===== config.mk =====
export PLATFORM = sky130hd
export DESIGN_NAME = wdt_dual_stage
export DESIGN_NICKNAME = d
export VERILOG_FILES = /design/src/rtl/wdt_pkg.sv /design/src/rtl/wdt_tick_gen.sv /design/src/rtl/wdt_count_core.sv /design/src/rtl/wdt_regs.sv /design/src/rtl/wdt_rst_pulse.sv /design/src/rtl/wdt_dual_stage.sv
export SDC_FILE = /design/constraint.sdc
export NUM_CORES = 1
export LEC_CHECK = 0
export ABC_AREA = 1
export BUFFER_PORTS_ARGS = -buffer_cell sky130_fd_sc_hd__buf_2
export CELL_PAD_IN_SITES_DETAIL_PLACEMENT = 0
export CELL_PAD_IN_SITES_GLOBAL_PLACEMENT = 1
export CORE_UTILIZATION = 43
export CTS_BUF_LIST = sky130_fd_sc_hd__clkbuf_2
export DETAILED_ROUTE_END_ITERATION = 12
export PLACE_DENSITY_LB_ADDON = 0.1
export SKIP_LAST_GASP = 1
export SLEW_MARGIN = 40
export SYNTH_ARGS = -nofsm -noshare
export SYNTH_HDL_FRONTEND = slang
export SYNTH_SLANG_ARGS = --single-unit

===== constraint.sdc =====
create_clock -name clk -period 1.7 [get_ports clk]
set_input_delay 0 -clock clk [delete_from_list [all_inputs] [get_ports clk]]
set_output_delay 0 -clock clk [all_outputs]
set_load 0.02 [all_outputs]

===== src/rtl/wdt_pkg.sv =====
package wdt_pkg;
    localparam int DW = 16;
    localparam int AW = 8;

    localparam logic [AW-1:0] OFS_RELOAD = 8'h00;
    localparam logic [AW-1:0] OFS_STS1   = 8'h04;
    localparam logic [AW-1:0] OFS_STS2   = 8'h06;
    localparam logic [AW-1:0] OFS_CTRL   = 8'h08;
    localparam logic [AW-1:0] OFS_TIMER  = 8'h12;

    localparam int BIT_TO1   = 3;
    localparam int BIT_TO2   = 1;
    localparam int BIT_BOOT  = 2;
    localparam int BIT_HALT  = 11;
    localparam int BIT_IRQEN = 0;

    localparam int MIN_INIT = 4;
endpackage


===== src/rtl/wdt_tick_gen.sv =====
module wdt_tick_gen #(
    parameter int TICK_DIV = 60_000_000
) (
    input  logic clk,
    input  logic rst_n,
    input  logic run,
    input  logic restart,
    output logic tick
);
    localparam int PW = (TICK_DIV > 1) ? $clog2(TICK_DIV) : 1;
    localparam logic [PW-1:0] LAST = PW'(TICK_DIV - 1);

    typedef struct packed {
        logic [PW-1:0] cnt;
    } tick_st_t;

    tick_st_t st_d, st_q;

    always_comb begin
        st_d = st_q;
        tick = run && (st_q.cnt == LAST);
        if (!run || restart || tick) begin
            st_d.cnt = '0;
        end else begin
            st_d.cnt = st_q.cnt + 1'b1;
        end
    end

    always_ff @(posedge clk or negedge rst_n) begin
        if (!rst_n) begin
            st_q <= '0;
        end else begin
            st_q <= st_d;
        end
    end
endmodule


===== src/rtl/wdt_count_core.sv =====
module wdt_count_core #(
    parameter int          CW       = 10,
    parameter logic [9:0]  DEF_INIT = 10'd50
) (
    input  logic          clk,
    input  logic          rst_n,
    input  logic          tick,
    input  logic          reload,
    input  logic [CW-1:0] init,
    output logic [CW-1:0] count,
    output logic          expire
);
    typedef struct packed {
        logic [CW-1:0] cnt;
    } core_st_t;

    core_st_t st_d, st_q;

    always_comb begin
        st_d   = st_q;
        expire = tick && !reload && (st_q.cnt == '0);
        if (reload) begin
            st_d.cnt = init;
        end else if (tick) begin
            if (st_q.cnt == '0) begin
                st_d.cnt = init;
            end else begin
                st_d.cnt = st_q.cnt - 1'b1;
            end
        end
    end

    always_ff @(posedge clk or negedge rst_n) begin
        if (!rst_n) begin
            st_q.cnt <= DEF_INIT[CW-1:0];
        end else begin
            st_q <= st_d;
        end
    end

    assign count = st_q.cnt;
endmodule


===== src/rtl/wdt_regs.sv =====
module wdt_regs
    import wdt_pkg::*;
#(
    parameter int         CW       = 10,
    parameter logic [9:0] DEF_INIT = 10'd50
) (
    input  logic          clk,
    input  logic          rst_n,
    input  logic [AW-1:0] addr,
    input  logic [DW-1:0] wdata,
    input  logic          we,
    input  logic          re,
    input  logic [CW-1:0] count,
    input  logic          expire,
    input  logic          inhibit,
    output logic [DW-1:0] rdata,
    output logic          reload_wr,
    output logic [CW-1:0] init,
    output logic          halt,
    output logic          irq,
    output logic          fire,
    output logic          sts1,
    output logic          sts2_to
);
    typedef struct packed {
        logic [CW-1:0] init;
        logic          halt;
        logic          irq_en;
        logic          to1;
        logic          to2;
        logic          boot;
    } reg_st_t;

    reg_st_t st_d, st_q;

    logic wr_sts1, wr_sts2, wr_ctrl, wr_timer;
    logic first_exp, second_exp;
    logic unused_wdata;

    assign unused_wdata = ^wdata;

    always_comb begin
        st_d       = st_q;
        reload_wr  = we && (addr == OFS_RELOAD);
        wr_sts1    = we && (addr == OFS_STS1);
        wr_sts2    = we && (addr == OFS_STS2);
        wr_ctrl    = we && (addr == OFS_CTRL);
        wr_timer   = we && (addr == OFS_TIMER);
        first_exp  = expire && !st_q.to1;
        second_exp = expire && st_q.to1;
        fire       = second_exp && !inhibit;

        if (wr_timer && (wdata[CW-1:0] >= CW'(MIN_INIT))) begin
            st_d.init = wdata[CW-1:0];
        end
        if (wr_ctrl) begin
            st_d.halt   = wdata[BIT_HALT];
            st_d.irq_en = wdata[BIT_IRQEN];
        end
        st_d.to1  = (st_q.to1 && !(wr_sts1 && wdata[BIT_TO1])) || first_exp;
        st_d.to2  = (st_q.to2 && !(wr_sts2 && wdata[BIT_TO2])) || second_exp;
        st_d.boot = (st_q.boot && !(wr_sts2 && wdata[BIT_BOOT])) || fire;
    end

    always_comb begin
        rdata = '0;
        if (re) begin
            case (addr)
                OFS_RELOAD: rdata[CW-1:0] = count;
                OFS_STS1:   rdata[BIT_TO1] = st_q.to1;
                OFS_STS2: begin
                    rdata[BIT_TO2]  = st_q.to2;
                    rdata[BIT_BOOT] = st_q.boot;
                end
                OFS_CTRL: begin
                    rdata[BIT_HALT]  = st_q.halt;
                    rdata[BIT_IRQEN] = st_q.irq_en;
                end
                OFS_TIMER:  rdata[CW-1:0] = st_q.init;
                default:    rdata = '0;
            endcase
        end
    end

    always_ff @(posedge clk or negedge rst_n) begin
        if (!rst_n) begin
            st_q.init   <= DEF_INIT[CW-1:0];
            st_q.halt   <= 1'b1;
            st_q.irq_en <= 1'b0;
            st_q.to1    <= 1'b0;
            st_q.to2    <= 1'b0;
            st_q.boot   <= 1'b0;
        end else begin
            st_q <= st_d;
        end
    end

    assign init    = st_q.init;
    assign halt    = st_q.halt;
    assign irq     = st_q.to1 && st_q.irq_en;
    assign sts1    = st_q.to1;
    assign sts2_to = st_q.to2;
endmodule


===== src/rtl/wdt_rst_pulse.sv =====
module wdt_rst_pulse #(
    parameter int RST_CLKS = 16
) (
    input  logic clk,
    input  logic rst_n,
    input  logic fire,
    output logic rst_req
);
    localparam int RW = $clog2(RST_CLKS + 1);

    typedef struct packed {
        logic          act;
        logic [RW-1:0] left;
    } pulse_st_t;

    pulse_st_t st_d, st_q;

    always_comb begin
        st_d = st_q;
        if (fire) begin
            st_d.act  = 1'b1;
            st_d.left = RW'(RST_CLKS - 1);
        end else if (st_q.act) begin
            if (st_q.left == '0) begin
                st_d.act = 1'b0;
            end else begin
                st_d.left = st_q.left - 1'b1;
            end
        end
    end

    always_ff @(posedge clk or negedge rst_n) begin
        if (!rst_n) begin
            st_q <= '0;
        end else begin
            st_q <= st_d;
        end
    end

    assign rst_req = st_q.act;
endmodule


===== src/rtl/wdt_dual_stage.sv =====
module wdt_dual_stage
    import wdt_pkg::*;
#(
    parameter int         TICK_DIV = 60_000_000,
    parameter int         RST_CLKS = 16,
    parameter int         CW       = 10,
    parameter logic [9:0] DEF_INIT = 10'd50
) (
    input  logic          clk,
    input  logic          rst_n,
    input  logic [7:0]    bus_addr,
    input  logic [15:0]   bus_wdata,
    input  logic          bus_we,
    input  logic          bus_re,
    output logic [15:0]   bus_rdata,
    input  logic          reboot_inhibit,
    output logic          irq_o,
    output logic          sys_rst_req_o
);
    logic          tick;
    logic          reload_wr;
    logic          halt;
    logic          expire;
    logic          fire;
    logic          sts1;
    logic          sts2_to;
    logic [CW-1:0] init;
    logic [CW-1:0] count;

    wdt_tick_gen #(.TICK_DIV(TICK_DIV)) tick_i (
        .clk     (clk),
        .rst_n   (rst_n),
        .run     (!halt),
        .restart (reload_wr),
        .tick    (tick)
    );

    wdt_count_core #(.CW(CW), .DEF_INIT(DEF_INIT)) core_i (
        .clk    (clk),
        .rst_n  (rst_n),
        .tick   (tick),
        .reload (reload_wr),
        .init   (init),
        .count  (count),
        .expire (expire)
    );

    wdt_regs #(.CW(CW), .DEF_INIT(DEF_INIT)) regs_i (
        .clk       (clk),
        .rst_n     (rst_n),
        .addr      (bus_addr),
        .wdata     (bus_wdata),
        .we        (bus_we),
        .re        (bus_re),
        .count     (count),
        .expire    (expire),
        .inhibit   (reboot_inhibit),
        .rdata     (bus_rdata),
        .reload_wr (reload_wr),
        .init      (init),
        .halt      (halt),
        .irq       (irq_o),
        .fire      (fire),
        .sts1      (sts1),
        .sts2_to   (sts2_to)
    );

    wdt_rst_pulse #(.RST_CLKS(RST_CLKS)) pulse_i (
        .clk     (clk),
        .rst_n   (rst_n),
        .fire    (fire),
        .rst_req (sys_rst_req_o)
    );
endmodule


==> results.yml, run 1 <==
outcome:
  outcome: "finished, final reports clean"
clock_tree:
  cts.path.max_buffers: 2
  cts_inserted_buffers: 9
  cts.clk_slew.worst_paths_ns: 0.17
  root_buffer: "clkbuf_2"
  htreeDepth: 3
  clkSinkCount: 57
  cts_tree: "done"
  clock_latency_ns: 0.48
floorplan:
  core_area_sq_um: 8220
  die_w_um: 94.3
  die_h_um: 94.3
  die_area_sq_um: 8890
  start_util_pct: 44.6
  num_io_pins: 47
  fp-row-count: 33
logic_synthesis:
  yosysTopAreaCell: "dfrtp_1"
  ys_ff_latch: 57
  synth.yosys.seq_area_share_pct: 39.2
  postSynthAreaPerCell_sq_um: 6.99
  synth_top_area_share_pct: 34.2
  yosys_warnings: 0
  synthDistinctLibCells: 35
  synthCells: 524
  netlist_area_sq_um: 3660
  synth_area_leaders: "dfrtp_1, nand2_1, inv_1, nor2_1, dfstp_2"
finish:
  final_util_pct: 54.4
  area_delta_synth_final_pct: 22.0
  drive_gt1_share_pct: 21.1
  diodes: 0
  fillers: 859
  fin_nets: 637
grt:
  track_usage_pct: 22.9
  antenna_found_initial: 0
  overflow: 0
  grt_pass1_wl_mm: 15.5
  grt_pass1_vias: 3307
  grt_max_degree: 58
pwr:
  combinationalPowerShare_pct: 11.2
  power_density_nw_per_um2: 576
  p_switching_w: 0.000708
  switching_share_pct: 27.5
  p_seq_share_pct: 55.8
  p_int_w: 0.00187
  leakagePower_nw: 2.15
  power_w: 0.00257
  peakVddDrop_mv: 0.306
  pwr-share-clk_pct: 33.0
setup_path:
  cp_max_fo: 3
  startpoint: "regs_i.halt"
  ff2ff_setup_slack_ns: 0.08
  regToRegStartpoint: "core_i.count[1]"
  crit_type: "reg2out"
  r2r-end: "core_i.count[7]"
  arrival_ns: 1.67
  critPathCapture: "bus_rdata[11]"
  critPathSlowestCell: "dfstp_2"
  startpoint_type: "flop"
  cp.required_ns: 1.70
  worstPathCellList: "inv_1, nor4_1, buf_2"
  reg2reg_depth: 9
  slowest_delay_ns: 0.55
  cp-end-kind: "output port"
sta:
  rsz0062_at_grt: "yes"
  post-route-min-period_ns: 1.67
  fin_crit_sh_pct: 98.1
  slew_viol_final: 0
  hold_violations: 0
  holdWs_ns: 0.0302
  setup_viol: 0
  max_freq_mhz: 600
  skew_ns: 0.0275
placed_design:
  globalplace.congestion: 0.808
  port_buffers: 36
  dpl.hpwl_mm: 6.86
run:
  cap_violations: 0
detailed_routing:
  dr.pass1.iters: 4
  routedWlPerCell_um: 13.1
  wirelength_mm: 9.35
  vias_per_cell: 4.88
  ant_nets: 0
  vias: 3487
  drcViolationCount: 0
  drt_iter0_markers: 100
worst_hold_path:
  hp-class: "in2async"
[metrics by stage]
stage / area (sq um) / std cells / worst slack (ns) / TNS (ns)
2_1_floorplan: 3680 / 528 / 0.140 / 0
3_3_place_gp: 4010 / 670 / 0.0587 / 0
3_5_place_dp: 4010 / 670 / 0.00210 / 0
4_1_cts: 4290 / 704 / 0.0131 / 0
5_1_grt: 4470 / 715 / -0.0588 / -0.143
6_report: 4470 / 715 / 0.0322 / 0
[state kept, by name, summed over array words and instances (netlist names)]
register,cells
regs_i.halt,1
regs_i.sts1,1
regs_i.init,10
tick_i.st_q,26
pulse_i.st_q,5
core_i.count,10
regs_i.sts2_to,1
regs_i.st_q,2
pulse_i.rst_req,1
[layout by cell type, fill, tap and decap left out, drive strengths merged]
cell type    netlist  layout
o21ai             27      27
buf               11      60
dfstp              7       7
ha                 3       3
conb               1       5
a21boi             1       1
bufinv             0       1
dlygate4sd3        0      18
nor3              14      14
and2               2       2
dfrtp             50      50
clkinv             0       3
nand4              7       7
nand2            161     162
or2                1       1
clkbuf             2      12
nor2              85      85
nand3             37      37
o211ai             2       2
xor2              15      15
inv               79      79
xnor2              7       7
and3b              1       1
a21oi              9       9
nor4               2       2
[worst min path at each step]
stage | startpoint | endpoint | cells after the start
4_1_cts | rst_n | tick_i.st_q[21] | 3
5_1_grt | rst_n | tick_i.st_q[4] | 3
3_5_place_dp | rst_n | tick_i.st_q[21] | 2
6_report | rst_n | tick_i.st_q[3] | 3
3_3_place_gp | rst_n | tick_i.st_q[5] | 2
2_1_floorplan | rst_n | core_i.count[0] | 0
[cells in the mapped netlist (all sizes together)]
library cell,number
a21boi,1
a21oi,9
and2,2
and3b,1
buf,11
clkbuf,2
conb,1
dfrtp,50
dfstp,7
ha,3
inv,79
nand2,161
nand3,37
nand4,7
nor2,85
nor3,14
nor4,2
o211ai,2
o21ai,27
or2,1
xnor2,7
xor2,15
[kinds of logic (layout without fill, tap and decap cells)]
family | after synthesis | count (layout) | share of synthesized area, %
buffers and inverters | 92 | 173 | 10.8
flip-flops | 57 | 57 | 39.2
other | 1 | 5 | 0.102
AO/OA/AOI/OAI | 39 | 39 | 6.15
AND/OR/NAND/NOR | 310 | 311 | 37.4
adder cells (fa/ha/maj) | 3 | 3 | 1.03
XOR/XNOR | 22 | 22 | 5.26
[critical path, delay by kind of cell, from the launching register on]
| kind | cells | cell delay (ns) |
|---|---|---|
| buf+inv | 2 | 0.33 |
| flops | 1 | 0.55 |
| simple gates | 1 | 0.32 |
[power by group through the flow]
stage / Combinational, W / Clock [W] / Sequential, W
after floorplan: 0.000147 / 0 / 0.00145
final: 0.000289 / 0.000850 / 0.00144
after global routing: 0.000333 / 0.000935 / 0.00144
after global placement: 0.000230 / 0 / 0.00146
after detailed placement: 0.000234 / 0 / 0.00146
after CTS: 0.000265 / 0.000884 / 0.00143
[routing by layer]
layer | track usage, % | vias to the layer above | wire length, um
met5 | 0 | - | 0
met4 | 7.82 | 0 | 120
met3 | 3.80 | 11 | 361
met2 | 35.4 | 63 | 4260
met1 | 32.2 | 1646 | 4610
li1 | - | 1767 | -
[cell type report]
type | count | area (sq um) | share of cell area, %
flip-flops and latches | 57 | 1440 | 32.2
inverters | 79 | 297 | 6.64
well taps | 105 | 131 | 2.94
repair buffers | 78 | 557 | 12.5
clock inverters | 4 | 43.8 | 0.980
clock buffers | 12 | 60.1 | 1.34
multi-input cells | 380 | 1940 | 43.5
[repair_timing]
| item | CTS | global route |
|---|---|---|
| hold buffers | 18 | 0 |
| setup endpoints to repair | 7 | 51 |
| resized for setup | 1 | 24 |
| pin swaps | 0 | 11 |
| gates cloned | 0 | 1 |
| endpoints found under the hold margin | 79 | 0 |
| buffers inserted | 0 | 10 |
Note: power is estimated with default switching activity, not from simulation.
==> run 2, diff against run 1 <==
--- a/config.mk
+++ b/config.mk
@@ -7,12 +7,10 @@
 export LEC_CHECK = 0
 export ABC_AREA = 1
 export BUFFER_PORTS_ARGS = -buffer_cell sky130_fd_sc_hd__buf_2
-export CELL_PAD_IN_SITES_DETAIL_PLACEMENT = 0
-export CELL_PAD_IN_SITES_GLOBAL_PLACEMENT = 1
-export CORE_UTILIZATION = 43
+export CORE_UTILIZATION = 48
 export CTS_BUF_LIST = sky130_fd_sc_hd__clkbuf_2
 export DETAILED_ROUTE_END_ITERATION = 12
-export PLACE_DENSITY_LB_ADDON = 0.1
+export PLACE_DENSITY = 0.68
 export SKIP_LAST_GASP = 1
 export SLEW_MARGIN = 40
 export SYNTH_ARGS = -nofsm -noshare
==> results.yml, run 2 (synthesis results as in run 1) <==
outcome:
  outcome: "finished, final reports clean"
setup_path:
  arrival_ns: 2.09
  cp_max_fo: 7
  cp_top_family: "buffers and inverters"
  cp-end-kind: "flop"
  startpoint_type: "primary input"
  slowest_delay_ns: 0.56
  cp.required_ns: 2.12
  critPathSlowestCell: "dlygate4sd3_1"
  worstPathCellList: "dlygate4sd3_1, clkbuf_4, nand2_4, nor2_1, dlygate4sd3_1, a21oi_1, dlygate4sd3_1"
  critPathBufInv: 4
  crit_type: "in2reg"
  crit_top_cell: "dlygate4sd3_1"
finish:
  final_cell_mix: "nand2_1, inv_1, nor2_1, dfrtp_1, buf_2"
  diodes: 0
  fin_nets: 632
  finalInstanceArea_sq_um: 4390
  instances_no_fill: 704
  drive_gt1_share_pct: 19.8
  layout_commonest_cell: "nand2_1"
  area_delta_synth_final_pct: 19.8
  largest_register_ffs: 26
  regMostFlops: "tick_i.st_q"
floorplan:
  start_util_pct: 50.0
  core_area_sq_um: 7330
  fp-row-count: 31
  die_w_um: 89.4
  num_io_pins: 47
  die_area_sq_um: 7980
  die_h_um: 89.4
detailed_routing:
  drt_iter0_markers: 198
  routedWlPerCell_um: 12.7
  dr.pass1.iters: 5
  vias_per_cell: 4.92
  wirelength_mm: 8.95
  drcViolationCount: 0
  vias: 3461
  ant_nets: 0
sta:
  post-route-min-period_ns: 1.67
  slew_headroom_pct: 62.6
  max_freq_mhz: 599
  hold_violations: 0
  layout_setup_ws_ns: 0.0300
  rsz0062_at_grt: "yes"
  setup_viol: 0
  slew_viol_final: 0
  fin_crit_sh_pct: 98.2
  worstMarginPinSlew_ns: 0.561
  skew_ns: 0.0319
placed_design:
  globalplace.congestion: 0.886
  post_dp_cell_area_sq_um: 3990
  dp_slack_ns: 0.0349
  dpl.hpwl_mm: 6.46
  port_buffers: 36
  dp.cells: 663
grt:
  grt_max_degree: 36
  overflow: 0
  track_usage_pct: 24.1
  grt_pass1_wl_mm: 14.4
  grt_pass1_vias: 3059
  antenna_found_initial: 0
pwr:
  power_density_nw_per_um2: 554
  peakVddDrop_mv: 0.406
  leakagePower_nw: 2.09
worst_hold_path:
  hp-class: "in2async"
clock_tree:
  htreeDepth: 3
  cts.clk_slew.worst_paths_ns: 0.18
  root_buffer: "clkbuf_2"
  cts_inserted_buffers: 9
  cts_tree: "done"
  cts.path.max_buffers: 2
  clock_latency_ns: 0.48
  clkSinkCount: 57
run:
  cap_violations: 0
[run 2: cell count changes in the layout (fill, tap and decap cells not counted), sizes merged]
cell      delta
clkbuf       -1
clkinvlp     +3
buf          -6
bufinv       -1
[run 2: metrics by stage]
stage | hold slack [ns] | utilization (%) | setup TNS [ns] | total power, W
final | 0.0134 | 59.9 | 0 | 0.00243
after global routing | 0.0408 | 59.9 | -0.121 | 0.00256
after CTS | 0.0000239 | 58.1 | 0 | 0.00243
after detailed placement | 0.0191 | 54.4 | 0 | 0.00169
after global placement | 0.0188 | 54.4 | 0 | 0.00168
after floorplan | -0.296 | - | 0 | 0.00159
[run 2: worst reg2reg max path: stages, from the launching register on]
cell and delay [ns]:
dfrtp_1 0.43, inv_2 0.11, ha_4 0.15, nand2_1 0.06, nor2_2 0.11, nand3_2 0.12
nor2_4 0.15, nand3_2 0.10, nor2_2 0.13, nand2_2 0.11, nand2_1 0.08
[run 2: layout make-up]
type,count,area [sq um]
clock buffer,10,50.0
fill,692,2940
inverter,79,297
sequential,57,1440
tap,99,124
timing repair buffer,73,520
multi-input combinational,380,1930
clock inverter,6,35.0
[run 2: final timing paths]
check	from	end	slack [ns]	cells after the start
setup / recovery	bus_we	regs_i.halt	0.03	7
hold / removal	rst_n	core_i.count[9]	0.01	2
setup reg to reg	core_i.count[0]	pulse_i.st_q[0]	0.08	10
hold reg to reg	regs_i.sts2_to	regs_i.sts2_to	0.51	2
max in group asynchronous	rst_n	core_i.count[1]	1.03	3
min in group clk	bus_addr[3]	regs_i.st_q[3]	0.06	5
[run 2: report_power, final]
group	leakage [nW]	switching (W)	internal [W]
logic	1.29	0.000168	0.000114
clock network	0.0490	0.000528	0.000185
registers	0.748	0.0000386	0.00140
[run 2: what timing repair did]
| action | CTS | global route |
|---|---|---|
| endpoints found under the hold margin | 76 | 0 |
| pin swaps | 0 | 6 |
| setup endpoints to repair | 2 | 44 |
| resized for setup | 1 | 18 |
| hold buffers | 18 | 0 |
| cloned | 0 | 1 |
| buffers inserted | 0 | 6 |
[run 2: routing by layer]
metal  up-vias  wire, um  global-route usage [%]
met2       104      4030                    35.3
met5         -         0                       0
li1       1758         -                       -
met3        11       426                    3.23
met1      1588      4360                    36.1
met4         0       130                    9.52
